==> config.mk <==
export PLATFORM = sky130hd
export DESIGN_NAME = clk_src_switch
export DESIGN_NICKNAME = d
export VERILOG_FILES = /design/src/rtl/clksw_pkg.sv /design/src/rtl/clksw_datapath.sv /design/src/rtl/clksw_ctrl.sv /design/src/rtl/clk_src_switch.sv
export SDC_FILE = /design/constraint.sdc
export NUM_CORES = 1
export LEC_CHECK = 0
export BUFFER_PORTS_ARGS = -buffer_cell sky130_fd_sc_hd__buf_2
export CORE_MARGIN = 4
export CORE_UTILIZATION = 50
export CTS_BUF_LIST = sky130_fd_sc_hd__clkbuf_4 sky130_fd_sc_hd__clkbuf_8
export DETAILED_ROUTE_END_ITERATION = 8
export PLACE_DENSITY_LB_ADDON = 0.15
export RECOVER_POWER = 100
export SKIP_LAST_GASP = 1
export SYNTH_ARGS = -nofsm -noshare
export SYNTH_HDL_FRONTEND = slang
export SYNTH_SLANG_ARGS = --single-unit
==> constraint.sdc <==
create_clock -name clk -period 1.6 [get_ports clk]
set_input_delay 0.32 -clock clk [delete_from_list [all_inputs] [get_ports clk]]
set_output_delay 0.32 -clock clk [all_outputs]
set_load 0.1 [all_outputs]
==> src/rtl/clksw_pkg.sv <==
package clksw_pkg;
  localparam int NUM_STAB = 5;
  localparam int SEL_W    = $clog2(NUM_STAB);
  localparam int DATA_W   = 3;

  typedef struct packed {
    logic hsRun;
    logic intRun;
    logic useHs;
    logic cpuHold;
  } ctrlStrobe_t;
endpackage

==> src/rtl/clksw_datapath.sv <==
module clksw_datapath
  import clksw_pkg::*;
#(
  parameter int START_TICKS = 17,
  parameter int BASE_EXP    = 11
) (
  input  logic                clk,
  input  logic                rstN,
  input  logic                intTick,
  input  logic                hsTick,
  input  ctrlStrobe_t         strb,
  input  logic [SEL_W-1:0]    selIdx,
  output logic                stabDone,
  output logic [NUM_STAB-1:0] stabFlags,
  output logic                cpuTick
);
  localparam int START_W = $clog2(START_TICKS + 1);
  localparam int MAX_EXP = BASE_EXP + NUM_STAB;
  localparam int CNT_W   = MAX_EXP + 1;
  localparam logic [CNT_W-1:0] CNT_MAX = CNT_W'(1) << MAX_EXP;

  // exponent ladder: base, then base+2, base+3, ...
  function automatic int stabExp(input int k);
    return (k == 0) ? BASE_EXP : BASE_EXP + 1 + k;
  endfunction

  logic [START_W-1:0] startCnt;
  logic               startDone;
  logic [CNT_W-1:0]   stabCnt;

  // startup hold-off on internal ticks
  always_ff @(posedge clk) begin
    if (!rstN) begin
      startCnt  <= '0;
      startDone <= 1'b0;
    end else if (!startDone && intTick && strb.intRun) begin
      if (startCnt == START_W'(START_TICKS - 1)) startDone <= 1'b1;
      else startCnt <= startCnt + 1'b1;
    end
  end

  // settling counter, saturating, cleared while the oscillator is off
  always_ff @(posedge clk) begin
    if (!rstN || !strb.hsRun) stabCnt <= '0;
    else if (hsTick && stabCnt != CNT_MAX) stabCnt <= stabCnt + 1'b1;
  end

  for (genvar k = 0; k < NUM_STAB; k++) begin : g_flag
    assign stabFlags[k] = (stabCnt >= (CNT_W'(1) << stabExp(k)));
  end

  assign stabDone = stabFlags[selIdx];

  always_comb begin
    cpuTick = 1'b0;
    if (rstN && startDone && !strb.cpuHold)
      cpuTick = strb.useHs ? (hsTick && stabDone) : (intTick && strb.intRun);
  end
endmodule

==> src/rtl/clksw_ctrl.sv <==
module clksw_ctrl
  import clksw_pkg::*;
(
  input  logic              clk,
  input  logic              rstN,
  input  logic              intTick,
  input  logic              hsTick,
  input  logic              wrEn,
  input  logic              wrAddr,
  input  logic [DATA_W-1:0] wrData,
  input  logic              stopEnter,
  input  logic              stopRelease,
  input  logic              stabDone,
  output ctrlStrobe_t       strb,
  output logic [SEL_W-1:0]  selIdx,
  output logic              srcIsHs,
  output logic              hsOscEn,
  output logic              intOscEn
);
  localparam logic CTRL_ADDR = 1'b0;
  localparam logic SEL_ADDR  = 1'b1;
  localparam int REQ_BIT    = 0;
  localparam int HSOFF_BIT  = 1;
  localparam int INTOFF_BIT = 2;

  logic selReq, hsOff, intOff, stopped, srcHs;
  logic idle;
  logic [SEL_W-1:0] selIn, selNext;

  assign idle    = !intTick && !hsTick;
  assign selIn   = wrData[SEL_W-1:0];
  assign selNext = (selIn >= SEL_W'(NUM_STAB)) ? SEL_W'(NUM_STAB - 1) : selIn;

  always_ff @(posedge clk) begin
    if (!rstN) begin
      selReq  <= 1'b0;
      hsOff   <= 1'b0;
      intOff  <= 1'b0;
      selIdx  <= '0;
      stopped <= 1'b0;
      srcHs   <= 1'b0;
    end else begin
      if (wrEn && wrAddr == CTRL_ADDR) begin
        selReq <= wrData[REQ_BIT];
        hsOff  <= wrData[HSOFF_BIT]  ? (srcHs ? hsOff : 1'b1)  : 1'b0;
        intOff <= wrData[INTOFF_BIT] ? (srcHs ? 1'b1 : intOff) : 1'b0;
      end
      if (wrEn && wrAddr == SEL_ADDR) selIdx <= selNext;

      if (stopEnter) stopped <= 1'b1;
      else if (stopRelease) stopped <= 1'b0;

      if (idle) begin
        if (selReq && !srcHs && stabDone && !stopped) srcHs <= 1'b1;
        else if (!selReq && srcHs && !intOff) srcHs <= 1'b0;
      end
    end
  end

  assign hsOscEn  = rstN && !stopped && !hsOff;
  assign intOscEn = rstN && !stopped && !intOff;
  assign srcIsHs  = srcHs;

  always_comb begin
    strb.hsRun   = hsOscEn;
    strb.intRun  = intOscEn;
    strb.useHs   = srcHs;
    strb.cpuHold = stopped;
  end
endmodule

==> src/rtl/clk_src_switch.sv <==
module clk_src_switch
  import clksw_pkg::*;
#(
  parameter int START_TICKS = 17,
  parameter int BASE_EXP    = 11
) (
  input  logic                clk,
  input  logic                rstN,
  input  logic                intTick,
  input  logic                hsTick,
  input  logic                wrEn,
  input  logic                wrAddr,
  input  logic [DATA_W-1:0]   wrData,
  input  logic                stopEnter,
  input  logic                stopRelease,
  output logic                cpuTick,
  output logic                srcIsHs,
  output logic [NUM_STAB-1:0] stabFlags,
  output logic                hsOscEn,
  output logic                intOscEn
);
  ctrlStrobe_t      strb;
  logic [SEL_W-1:0] selIdx;
  logic             stabDone;

  clksw_ctrl ctrl_i (
    .clk(clk), .rstN(rstN), .intTick(intTick), .hsTick(hsTick),
    .wrEn(wrEn), .wrAddr(wrAddr), .wrData(wrData),
    .stopEnter(stopEnter), .stopRelease(stopRelease), .stabDone(stabDone),
    .strb(strb), .selIdx(selIdx), .srcIsHs(srcIsHs),
    .hsOscEn(hsOscEn), .intOscEn(intOscEn)
  );

  clksw_datapath #(.START_TICKS(START_TICKS), .BASE_EXP(BASE_EXP)) dp_i (
    .clk(clk), .rstN(rstN), .intTick(intTick), .hsTick(hsTick),
    .strb(strb), .selIdx(selIdx), .stabDone(stabDone),
    .stabFlags(stabFlags), .cpuTick(cpuTick)
  );
endmodule

# Yosys cells after proc, flatten, opt, wreduce, memory -nomap -nowiden
# Cells that the tools add are included.
# totals
reg_bits	31
latch_bits	0
ramBits	0
romBits	0
in_bits	11
memories	0
# op_classes
addsub	2
multipliers	0
div_mod_pow	0
magnitude_cmp	7
n_eq_ne	4
shifts	0
mux	13
bitwise_logic	2
n_reduce_logical	36
# ops
cell	n
$logic_and A1 B1 Y1	18
$add A17 B1 Y17 const B	1
$ge A17 B12 Y1 const B	1
$ge A17 B14 Y1 const B	1
$ge A17 B15 Y1 const B	1
$ge A17 B16 Y1 const B	1
$ge A17 B17 Y1 const B	1
$ne A17 B17 Y1 const B	1
$mux W1	11
$logic_not A1 Y1	10
$reduce_and A2 Y1	5
$add A5 B1 Y5 const B	1
$eq A5 B5 Y1 const B	1
$lt A3 B4 Y1 const B	1
$reduce_bool A2 Y1	2
$bmux W1 S3	1
$ge A3 B3 Y1 const B	1
$mux W3	1
$ne A2 B1 Y1 const B	1
$ne A2 B2 Y1 const B	1
$not A1 Y1	2
$logic_or A1 B1 Y1	1

# Longest topological paths before layout
# Gate-level depths: netlist of run 1.
# logic_depth
word_depth	7
ltp_mapped	5

# Cells and area by module
# Synthesis of run 1 repeated with hierarchy kept, for this count alone.
# hier_totals
hier_cells	194
hier_area_um2	1627.8
# modules_own_cells
mod	n_inst	cells_each	area_each_um2	seq_area_each_um2
clksw_datapath	1	153	1262.5	460.4
clksw_ctrl	1	41	365.4	160.2

# Least setup slack after synthesis of run 1
# No wires, ideal clock.
# synth_path
kind	flip-flop to output port
start	reg ctrl_i.srcHs, in the netlist ctrl_i.srcIsHs
end	out cpuTick
t_arrival_ns	3.151
t_required_ns	1.280
path_slack_ns	-1.871
stages_incl_launch_ff	2
path_buffers	0
path_cell_list	dfxtp_1 > o32ai_1
# synth_via
elab_chain_cells	2
# synth_rtl
item	line	rtl
start, declared	clksw_ctrl.sv:26	logic selReq, hsOff, intOff, stopped, srcHs;
start signal, assigned	clksw_ctrl.sv:41	srcHs <= 1'b0;
start signal, assigned	clksw_ctrl.sv:54	if (selReq && !srcHs && stabDone && !stopped) srcHs <= 1'b1;
start signal, assigned	clksw_ctrl.sv:55	else if (!selReq && srcHs && !intOff) srcHs <= 1'b0;
$mux W1	clksw_datapath.sv:57	cpuTick = strb.useHs ? (hsTick && stabDone) : (intTick && strb.intRun);
$mux W1	clksw_datapath.sv:56	if (rstN && startDone && !strb.cpuHold)
end, declared	clk_src_switch.sv:16	output logic cpuTick,
# No other way between the ends.

# Worst setup path after layout of run 1
# layout_path
start	reg dp_i.stabCnt[16]
end	out cpuTick
# layout_via
elab_chain_cells	6
word_cells_on_any_way	10
classes_between	order compare: 5; mux: 4; reduce/logical: 1
# layout_rtl
item	line	rtl
start, declared	clksw_datapath.sv:29	logic [CNT_W-1:0] stabCnt;
start signal, assigned	clksw_datapath.sv:45	else if (hsTick && stabCnt != CNT_MAX) stabCnt <= stabCnt + 1'b1;
$ge A17 B12 Y1 (tied with other cells)	clksw_datapath.sv:49	assign stabFlags[k] = (stabCnt >= (CNT_W'(1) << stabExp(k)));
$bmux W1 S3 (*)	clksw_datapath.sv:52	assign stabDone = stabFlags[selIdx];
$mux W1 (implied by the code) (*)	clksw_datapath.sv:52	
$logic_and A1 B1 Y1 (*)	clksw_datapath.sv:57	
$mux W1 (*)	clksw_datapath.sv:57	
$mux W1 (*)	clksw_datapath.sv:56	
# Mark *: on every way between the ends. The rest lies on a longest branch, timed or not. The select of a mux whose other input is x is not followed.

==> out/summary.txt, run 1 <==
status = finished, violations left
failing checks = negative setup slack
Setup CP Type = register to output port
router iterations before antenna repair = 4
vias in the first global route = 1,493
most frequent cells in the layout = dfxtp_1 (24), buf_4 (21), nor2_1 (17), nand2_1 (17)
synth top area cells = dfxtp_1 (38%), xnor2_1 (4.8%), nand2_1 (4.4%)
cell area power density = 647 nW/um^2
clock latency on the worst-skew pair = 340 ps
Seq/Total Area, Yosys = 38.0%
clock buffer depth = 2
Worst Path Arrival = 1620 ps
dpl ws = -84.8 ps
Starting DRT DRC Count = 64
FFs w/ async S/R, synth = 0%
R2R Path Start = dp_i.stabCnt[14]$_SDFFE_PP0P_
final worst setup slack = -344 ps
Port Buffers = 19
cts bufs inserted = 5
Main synth FF type = dfxtp_1
core region area = 3080 sq um
GPL Wtd Cong = 0.876
crit start category = register
MaxCap Viol Count = 0
die area = 4240 sq um
Tmin final = 1940 ps
slew at the pin with the worst max-slew slack = 490 ps
Syn Area/Cell = 8.33 sq um
Critical Path RT = 1280 ps
register bit total from synthesis = 31
worst setup path startpoint = dp_i.stabCnt[16]$_SDFFE_PP0P_
routed vias = 1,619
Multi-input gate area = 1080 sq um
Worst setup EP type = output port
Die Wd = 65.1 microns
synthesized area = 1630 sq um
H-tree Lvls = 2
syn_nets = 211
Synth Warn # = 0
Final Hold Fails = 0
Core Rows = 20
initial antenna violation count = 0
Fmax = 0.514 GHz
vias per inst = 5.70
pin count of the biggest net entering global routing = 13
placed cell areas = 2000 sq um
setup violators final = 6
leakage = 0.887 nW
Util after Layout = 73.4%
sequential cell area = 634 sq um
post-synth top area share = 38.0%
Die Ht = 65.1 microns
EDFF count, synth = 0
Diodes inserted = 0
Synth cell types = 42
Final Non-Filler Cells = 284
Initial Utilization = 53.0%
max-slew violations = 0
Detailed Place HPWL = 2780 microns
# DRC = 0
Avg WL per Cell = 15.2 microns
CTS tree = done
Final period util = 121%
I/O pins = 20
Slew HR = 67.5%
nets = 254
RSZ-0062 raised after global routing = true
CP endpoint = cpuTick
Design Power = 0.00146 W
fraction of layout cells with a size suffix above 1 = 33.8%
Synth Instances = 196
Crit Path Max Fanout = 3
Sink Count = 31
post-route cell area = 2260 sq um
total track usage = 21.0%
Root Buffer = clkbuf_4
WL final = 4310 microns
area leader, netlist = dfxtp_1
reg2reg end = dp_i.stabCnt[1]$_SDFFE_PP0P_
Reg2Reg Depth = 7
Layout area overhead = 38.3%
ANT nets after route = 0
commonest non-fill, non-tap cell in the layout = dfxtp_1
Inst Count DP = 270
cts-stage hold buffer count = 0
Clock transition at path regs = 100 ps
Filler Cell Count = 239
Remaining Overflow, GRT = 0
reg2reg setup slack = -50 ps
Setup Skew = 12.1 ps
first-pass GRT wire length = 6840 microns
HP Class = input port to register
Peak VDD IR = 0.000501 V
==> logic make-up (layout without fill, tap and decap cells) <==
logic type / count (synthesis) / count (layout) / share of synthesized area, %
compound gates: 29 / 29 / 12.7
xor+xnor: 13 / 13 / 6.97
fa+ha+maj: 4 / 4 / 3.07
buf+inv: 19 / 63 / 4.83
flops: 31 / 31 / 38.0
mux: 3 / 3 / 1.84
simple gates: 97 / 97 / 32.6
==> final cells by class <==
cell class / instances / area share, %
clock buffers: 7 / 2.33
clock inverters: 1 / 0.222
inverters: 11 / 1.99
multi-input cells: 146 / 47.8
flip-flops and latches: 31 / 28.1
well taps: 44 / 2.44
repair buffers: 44 / 17.1
==> power breakdown <==
group / total [W] / switching [W] / internal, W
clock: 0.000476 / 0.000271 / 0.000205
sequential: 0.000794 / 0.0000138 / 0.000781
combinational: 0.000190 / 0.000107 / 0.0000829
==> worst max-delay path, stage by stage (launching register included) <==
cell and delay (ps):
dfxtp_2 350, buf_6 130, o41a_1 440, nand2_2 90
o32ai_4 80, buf_12 180
==> cells in the mapped netlist (4+ instances only) <==
| cell type | n |
|---|---|
| nor3_1 | 6 |
| nand3_1 | 6 |
| ha_1 | 4 |
| o21ai_0 | 5 |
| nand2_1 | 19 |
| nor2b_1 | 9 |
| a21oi_1 | 6 |
| inv_1 | 11 |
| dfxtp_1 | 31 |
| nor2_1 | 18 |
| nor4_1 | 10 |
| nand4_1 | 8 |
| xor2_1 | 4 |
| xnor2_1 | 9 |
| clkbuf_1 | 7 |
==> worst min-delay path by stage <==
| stage | endpoint | start | depth (start not counted) | slack (ps) |
|---|---|---|---|---|
| floorplan | ctrl_i.stopped$_SDFFE_PN0P_ | stopEnter | 1 | 440 |
| CTS | ctrl_i.stopped$_SDFFE_PN0P_ | stopEnter | 2 | 170 |
| global placement | ctrl_i.selIdx[2]$_SDFFE_PN0P_ | ctrl_i.selIdx[2]$_SDFFE_PN0P_ | 2 | 490 |
| global route | ctrl_i.stopped$_SDFFE_PN0P_ | stopEnter | 2 | 180 |
| finish | ctrl_i.stopped$_SDFFE_PN0P_ | stopEnter | 2 | 180 |
| detailed placement | ctrl_i.selIdx[2]$_SDFFE_PN0P_ | ctrl_i.selIdx[2]$_SDFFE_PN0P_ | 2 | 500 |
==> routing by layer <==
metal	part of all wire (%)	GRT usage, %	up-vias
met5	0	0	-
met4	3.3	6.48	0
met3	5.5	6.84	14
met2	48	35.5	44
met1	43	25.3	761
li1	-	-	800
==> sequential cells by signal (all words and copies together), names as in the netlist <==
signal,count
ctrl_i.hsOff,1
ctrl_i.intOff,1
ctrl_i.selIdx,3
ctrl_i.selReq,1
ctrl_i.srcIsHs,1
ctrl_i.stopped,1
dp_i.stabCnt,17
dp_i.startCnt,5
dp_i.startDone,1
==> through the flow <==
stage | TNS [ps] | hold slack [ps]
floorplan | -664 | 444
finish | -1090 | 181
detailed placement | -84.8 | 503
global placement | -53.4 | 489
global route | -1660 | 178
CTS | -1160 | 174
==> timing repair <==
| item | 4_1_cts | 5_1_grt |
|---|---|---|
| resized for setup | 15 | 26 |
| setup buffers | 4 | 2 |
| endpoints found under the setup margin | 6 | 16 |
| endpoints found under the hold margin | 0 | 0 |
| pin swaps | 4 | 9 |
Power figures use the tool's default switching activity.
==> run 2, diff against run 1 <==
--- a/config.mk
+++ b/config.mk
@@ -12,6 +12,7 @@
 export DETAILED_ROUTE_END_ITERATION = 8
 export PLACE_DENSITY_LB_ADDON = 0.15
 export RECOVER_POWER = 100
+export SKIP_CTS_REPAIR_TIMING = 1
 export SKIP_LAST_GASP = 1
 export SYNTH_ARGS = -nofsm -noshare
 export SYNTH_HDL_FRONTEND = slang
==> run 2 against run 1 <==
Effect of this change:
- the flow still finishes with violations (negative setup slack)
- critical path depth is the same
- clock skew decreased by 2.8 ps
- die area unchanged
- clock-buffer cell count unchanged
- largest cell class unchanged
- final cell count fell by 1.1%
- setup slack worse by 10 ps
==> out/summary.txt, run 2 (synthesis gave the netlist of run 1 again) <==
status = finished, violations left (unchanged)
failing checks = negative setup slack (unchanged)
core region area = 3080 sq um (unchanged)
final worst setup slack = -354 ps (was -344 ps)
leakage = 0.860 nW (was 0.887 nW)
vias per inst = 5.51 (was 5.70)
GPL Wtd Cong = 0.876 (unchanged)
Final TNS setup = -966 ps (was -1090 ps)
commonest non-fill, non-tap cell in the layout = dfxtp_1 (unchanged)
Setup CP Type = register to output port (unchanged)
Initial Utilization = 53.0% (unchanged)
cts bufs inserted = 5 (unchanged)
met3 usage = 6.67% (was 6.84%)
setup violators final = 7 (was 6)
Die Wd = 65.1 microns (unchanged)
largest register by flop count = dp_i.stabCnt (unchanged)
router iterations before antenna repair = 4 (unchanged)
Avg WL per Cell = 14.1 microns (was 15.2 microns)
sequential share of power = 54.7% (was 54.4%)
Core Rows = 20 (unchanged)
HP Class = input port to register (unchanged)
met1 usage = 24.1% (was 25.3%)
Peak VDD IR = 0.000458 V (was 0.000501 V)
CTS tree = done (unchanged)
clock buffer depth = 2 (unchanged)
Die Ht = 65.1 microns (unchanged)
Multi-input gate area = 1050 sq um (was 1080 sq um)
Final period util = 122% (was 121%)
nets = 251 (was 254)
H-tree Lvls = 2 (unchanged)
clock latency on the worst-skew pair = 340 ps (about the same)
P_int = 0.00106 W (was 0.00107 W)
Largest register FFs = 17 (unchanged)
CP peak stage delay = 440 ps (about the same)
critical path, cell by cell = buf_4, o41a_1, nand2_2, o32ai_4, buf_12 (was buf_6, o41a_1, nand2_2, o32ai_4, buf_12)
Clk network pwr share = 32.8% (was 32.6%)
Slew HR = 67.8% (was 67.5%)
slew at the pin with the worst max-slew slack = 487 ps (was 490 ps)
initial antenna violation count = 0 (unchanged)
Crit Path Max Fanout = 3 (unchanged)
ANT nets after route = 0 (unchanged)
first-pass GRT wire length = 6490 microns (was 6840 microns)
Worst Path Arrival = 1630 ps (was 1620 ps)
Detailed Place HPWL = 2780 microns (unchanged)
most used routing layer = met2 (unchanged)
most frequent cells in the layout = dfxtp_1 (25), buf_4 (19), nor2_1 (17), nand2_1 (17), buf_2 (10) (was dfxtp_1 (24), buf_4 (21), nor2_1 (17), nand2_1 (17))
crit start category = register (unchanged)
dpl ws = -84.8 ps (unchanged)
# DRC = 0 (unchanged)
switch share = 26.8% (about the same)
Fmax = 0.512 GHz (was 0.514 GHz)
Tmin final = 1950 ps (was 1940 ps)
combinational share of power = 12.5% (was 13.0%)
Layout area overhead = 35.2% (was 38.3%)
total track usage = 19.7% (was 21.0%)
Root Buffer = clkbuf_4 (unchanged)
pin count of the biggest net entering global routing = 13 (unchanged)
Setup Skew = 9.35 ps (was 12.1 ps)
max-slew violations = 0 (unchanged)
WL final = 3980 microns (was 4310 microns)
Critical Path RT = 1280 ps (about the same)
sequential cell area = 636 sq um (was 634 sq um)
routed vias = 1,547 (was 1,619)
Max stage delay cell, worst path = o41a_1 (unchanged)
Worst setup EP type = output port (unchanged)
Clock transition at path regs = 100 ps (about the same)
MaxCap Viol Count = 0 (unchanged)
Starting DRT DRC Count = 41 (was 64)
Sink Count = 31 (unchanged)
fraction of layout cells with a size suffix above 1 = 31.2% (was 33.8%)
net switching power = 0.000388 W (was 0.000392 W)
I/O pins = 20 (unchanged)
vias in the first global route = 1,452 (was 1,493)
RSZ-0062 raised after global routing = true (unchanged)
Port Buffers = 19 (unchanged)
placed cell areas = 2000 sq um (unchanged)
cell area power density = 656 nW/um^2 (was 647 nW/um^2)
post-route cell area = 2210 sq um (was 2260 sq um)
Final Hold Fails = 0 (unchanged)
Filler Cell Count = 249 (was 239)
Remaining Overflow, GRT = 0 (unchanged)
met2 Use GR = 33.1% (was 35.5%)
Diodes inserted = 0 (unchanged)
Largest regs = dp_i.stabCnt (17), dp_i.startCnt (5), ctrl_i.selIdx (3) (unchanged)
die area = 4240 sq um (unchanged)
[run 2: cell count changes in the layout (fill, tap and decap cells not counted), moves of 2 or more]
cell	delta
dfxtp_2	-2
buf_6	-3
buf_4	-2
nor3_1	+2
[run 2: worst max-delay path: cells and delay by family, from the launching register on]
| kind | cells | cell delay [ps] |
|---|---|---|
| AO/OA/AOI/OAI | 2 | 530 |
| buffers and inverters | 2 | 320 |
| flip-flops | 1 | 350 |
| AND/OR/NAND/NOR | 1 | 90 |
[run 2: stage by stage]
step / hold slack, ps / power [W] / utilization [%] / instances
2_1_floorplan: 444 / 0.000923 / - / 196
3_3_place_gp: 489 / 0.000981 / 65.1 / 270
3_5_place_dp: 503 / 0.000987 / 65.1 / 270
4_1_cts: 174 / 0.00146 / 67.0 / 278
5_1_grt: 178 / 0.00152 / 71.7 / 281
6_report: 187 / 0.00145 / 71.7 / 281
[run 2: final cells by class]
type                            instances  share of cell area, %
Multi-Input combinational cell        146                   47.6
Inverter                               11                   2.04
Timing Repair Buffer                   41                   16.4
Tap cell                               44                   2.49
Sequential cell                        31                   28.8
Clock buffer                            7                   2.38
Clock inverter                          1                  0.227
[run 2: per-layer routing]
layer | routed length, microns | vias to the layer above
met5 | 0 | -
met4 | 38 | 0
met3 | 156 | 3
met2 | 1960 | 29
met1 | 1820 | 725
li1 | - | 790
[run 2: worst paths after layout]
| path | end | slack [ps] | cells after the start | from |
|---|---|---|---|---|
| worst max register to register | dp_i.stabCnt[0]$_SDFFE_PP0P_ | -60 | 6 | ctrl_i.stopped$_SDFFE_PN0P_ |
| worst min register to register | ctrl_i.selIdx[2]$_SDFFE_PN0P_ | 520 | 2 | ctrl_i.selIdx[2]$_SDFFE_PN0P_ |
| worst max-delay path | cpuTick | -350 | 5 | dp_i.stabCnt[16]$_SDFFE_PP0P_ |
| worst min-delay path | ctrl_i.stopped$_SDFFE_PN0P_ | 190 | 2 | stopEnter |
[run 2: power by group through the flow]
stage / registers [W] / clock network [W] / logic (W)
floorplan: 0.000809 / 0 / 0.000114
global placement: 0.000811 / 0 / 0.000170
detailed placement: 0.000812 / 0 / 0.000175
CTS: 0.000794 / 0.000485 / 0.000176
global route: 0.000794 / 0.000524 / 0.000197
finish: 0.000792 / 0.000476 / 0.000181
==> run 3, diff against run 2 <==
--- a/config.mk
+++ b/config.mk
@@ -9,9 +9,11 @@
 export CORE_MARGIN = 4
 export CORE_UTILIZATION = 50
 export CTS_BUF_LIST = sky130_fd_sc_hd__clkbuf_4 sky130_fd_sc_hd__clkbuf_8
+export CTS_CLUSTER_DIAMETER = 80
 export DETAILED_ROUTE_END_ITERATION = 8
 export PLACE_DENSITY_LB_ADDON = 0.15
 export RECOVER_POWER = 100
+export SETUP_SLACK_MARGIN = 0.1
 export SKIP_CTS_REPAIR_TIMING = 1
 export SKIP_LAST_GASP = 1
 export SYNTH_ARGS = -nofsm -noshare
==> run 3 against run 2 <==
Effect of this change:
- the flow still finishes with violations (negative setup slack)
- clock skew is 1.4 ps higher
- sequential share of layout area is 0.78 points lower
- total power is 0.34% higher
- final cell count is 2.1% higher
- flip-flop and latch count stayed put
- die area stayed put
- via count is 3.3% higher
- global-route usage is 0.92 points lower
- worst hold slack better by 16 ps
- critical endpoint unchanged
- combinational power is 12% higher
- cell area is 5.6% higher
- clock-buffer cell count stayed put
- highest routed layer unchanged
==> out/summary.txt, run 3 (synthesis gave the netlist of run 1 again) <==
Initial Utilization = 53.0% (unchanged)
I/O pins = 20 (unchanged)
CTS tree = done (unchanged)
cell area power density = 623 nW/um^2 (was 656 nW/um^2)
core region area = 3080 sq um (unchanged)
most frequent cells in the layout = buf_4 (24), nor2_1 (18), nand2_1 (18) (was dfxtp_1 (25), buf_4 (19), nor2_1 (17), nand2_1 (17), buf_2 (10))
sequential share of power = 54.3% (was 54.7%)
routed vias = 1,598 (was 1,547)
# DRC = 0 (unchanged)
RSZ-0062 raised after global routing = true (unchanged)
Sink Count = 31 (unchanged)
Core Rows = 20 (unchanged)
setup violators final = 6 (was 7)
Largest register FFs = 17 (unchanged)
ANT nets after route = 0 (unchanged)
Slew HR = 78.3% (was 67.8%)
Worst Path Arrival = 1620 ps (was 1630 ps)
Critical Path RT = 1280 ps (about the same)
Remaining Overflow, GRT = 0 (unchanged)
first-pass GRT wire length = 6290 microns (was 6490 microns)
failing checks = negative setup slack (unchanged)
Diodes inserted = 0 (unchanged)
clock latency on the worst-skew pair = 330 ps (was 340 ps)
Port Buffers = 19 (unchanged)
Detailed Place HPWL = 2850 microns (was 2780 microns)
Root Buffer = clkbuf_4 (unchanged)
Final Hold Fails = 0 (unchanged)
Die Wd = 65.1 microns (unchanged)
Setup Skew = 10.7 ps (was 9.35 ps)
Worst setup EP type = output port (unchanged)
commonest non-fill, non-tap cell in the layout = buf_4 (was dfxtp_1)
Crit Path Max Fanout = 5 (was 3)
net switching power = 0.000386 W (was 0.000388 W)
Layout area overhead = 42.8% (was 35.2%)
cts bufs inserted = 5 (unchanged)
Die Ht = 65.1 microns (unchanged)
Final period util = 121% (was 122%)
initial antenna violation count = 0 (unchanged)
WL final = 4100 microns (was 3980 microns)
total track usage = 18.8% (was 19.7%)
largest register by flop count = dp_i.stabCnt (unchanged)
Setup CP Type = register to output port (unchanged)
Avg WL per Cell = 14.3 microns (was 14.1 microns)
fraction of layout cells with a size suffix above 1 = 37.9% (was 31.2%)
status = finished, violations left (unchanged)
HP Class = input port to register (unchanged)
Clock transition at path regs = 100 ps (about the same)
Tmin final = 1940 ps (was 1950 ps)
Clk network pwr share = 31.7% (was 32.8%)
P_int = 0.00107 W (was 0.00106 W)
MaxCap Viol Count = 0 (unchanged)
switch share = 26.6% (was 26.8%)
pin count of the biggest net entering global routing = 15 (was 13)
GPL Wtd Cong = 0.852 (was 0.876)
nets = 258 (was 251)
slew at the pin with the worst max-slew slack = 323 ps (was 487 ps)
final worst setup slack = -339 ps (was -354 ps)
vias per inst = 5.57 (was 5.51)
reg2reg setup slack = 0 ps (was -60 ps)
Design Power = 0.00145 W (about the same)
dpl ws = -103 ps (was -84.8 ps)
die area = 4240 sq um (unchanged)
H-tree Lvls = 2 (unchanged)
clock buffer depth = 2 (unchanged)
crit start category = register (unchanged)
leakage = 0.920 nW (was 0.860 nW)
router iterations before antenna repair = 4 (unchanged)
Starting DRT DRC Count = 106 (was 41)
max-slew violations = 0 (unchanged)
Fmax = 0.516 GHz (was 0.512 GHz)
Peak VDD IR = 0.000612 V (was 0.000458 V)
combinational share of power = 14.0% (was 12.5%)
Largest regs = dp_i.stabCnt (17), dp_i.startCnt (5), ctrl_i.selIdx (3) (unchanged)
vias in the first global route = 1,465 (was 1,452)
## run 3: worst paths after layout
kind | to | depth (start not counted) | start
max | cpuTick | 5 | dp_i.stabCnt[14]$_SDFFE_PP0P_
min | ctrl_i.stopped$_SDFFE_PN0P_ | 2 | stopEnter
max reg2reg | dp_i.stabCnt[1]$_SDFFE_PP0P_ | 4 | ctrl_i.stopped$_SDFFE_PN0P_
min reg2reg | ctrl_i.selIdx[2]$_SDFFE_PN0P_ | 2 | ctrl_i.selIdx[2]$_SDFFE_PN0P_
## run 3: power groups by stage
stage / clock network (W) / registers (W) / logic (W)
after floorplan: 0 / 0.000809 / 0.000114
after global placement: 0 / 0.000811 / 0.000167
after detailed placement: 0 / 0.000812 / 0.000174
after CTS: 0.000463 / 0.000794 / 0.000175
after global routing: 0.000511 / 0.000792 / 0.000217
final: 0.000461 / 0.000789 / 0.000203
## run 3: layer usage
metal	vias up	GRT usage, %	part of all wire [%]
met2	42	32.3	50
met3	7	4.44	5.1
met5	-	0	0
li1	797	-	-
met1	752	23.2	43
met4	0	5.96	1.1
## run 3: worst max-delay path: stages (launching register included)
cell	delay, ps
dfxtp_4	380
nor4_4	320
o211ai_1	170
nand2_1	130
o32ai_4	100
buf_12	180
## run 3: layout make-up
cell class / instances / area (sq um)
Sequential cell: 31 / 653
Multi-Input combinational cell: 146 / 1090
Timing Repair Buffer: 48 / 433
Clock buffer: 7 / 52.6
Fill cell: 215 / 746
Inverter: 11 / 45.0
Tap cell: 44 / 55.1
## run 3: through the flow
stage          setup TNS, ps  util, %  area, sq um  std cells  hold slack, ps
3_5_place_dp            -122     65.5         2020        271             499
3_3_place_gp           -48.7     65.5         2020        271             487
5_1_grt                -1390     75.8         2330        287             211
4_1_cts                -1680     67.2         2070        278             194
2_1_floorplan           -682        -         1690        196             444
6_report                -968     75.8         2330        287             202
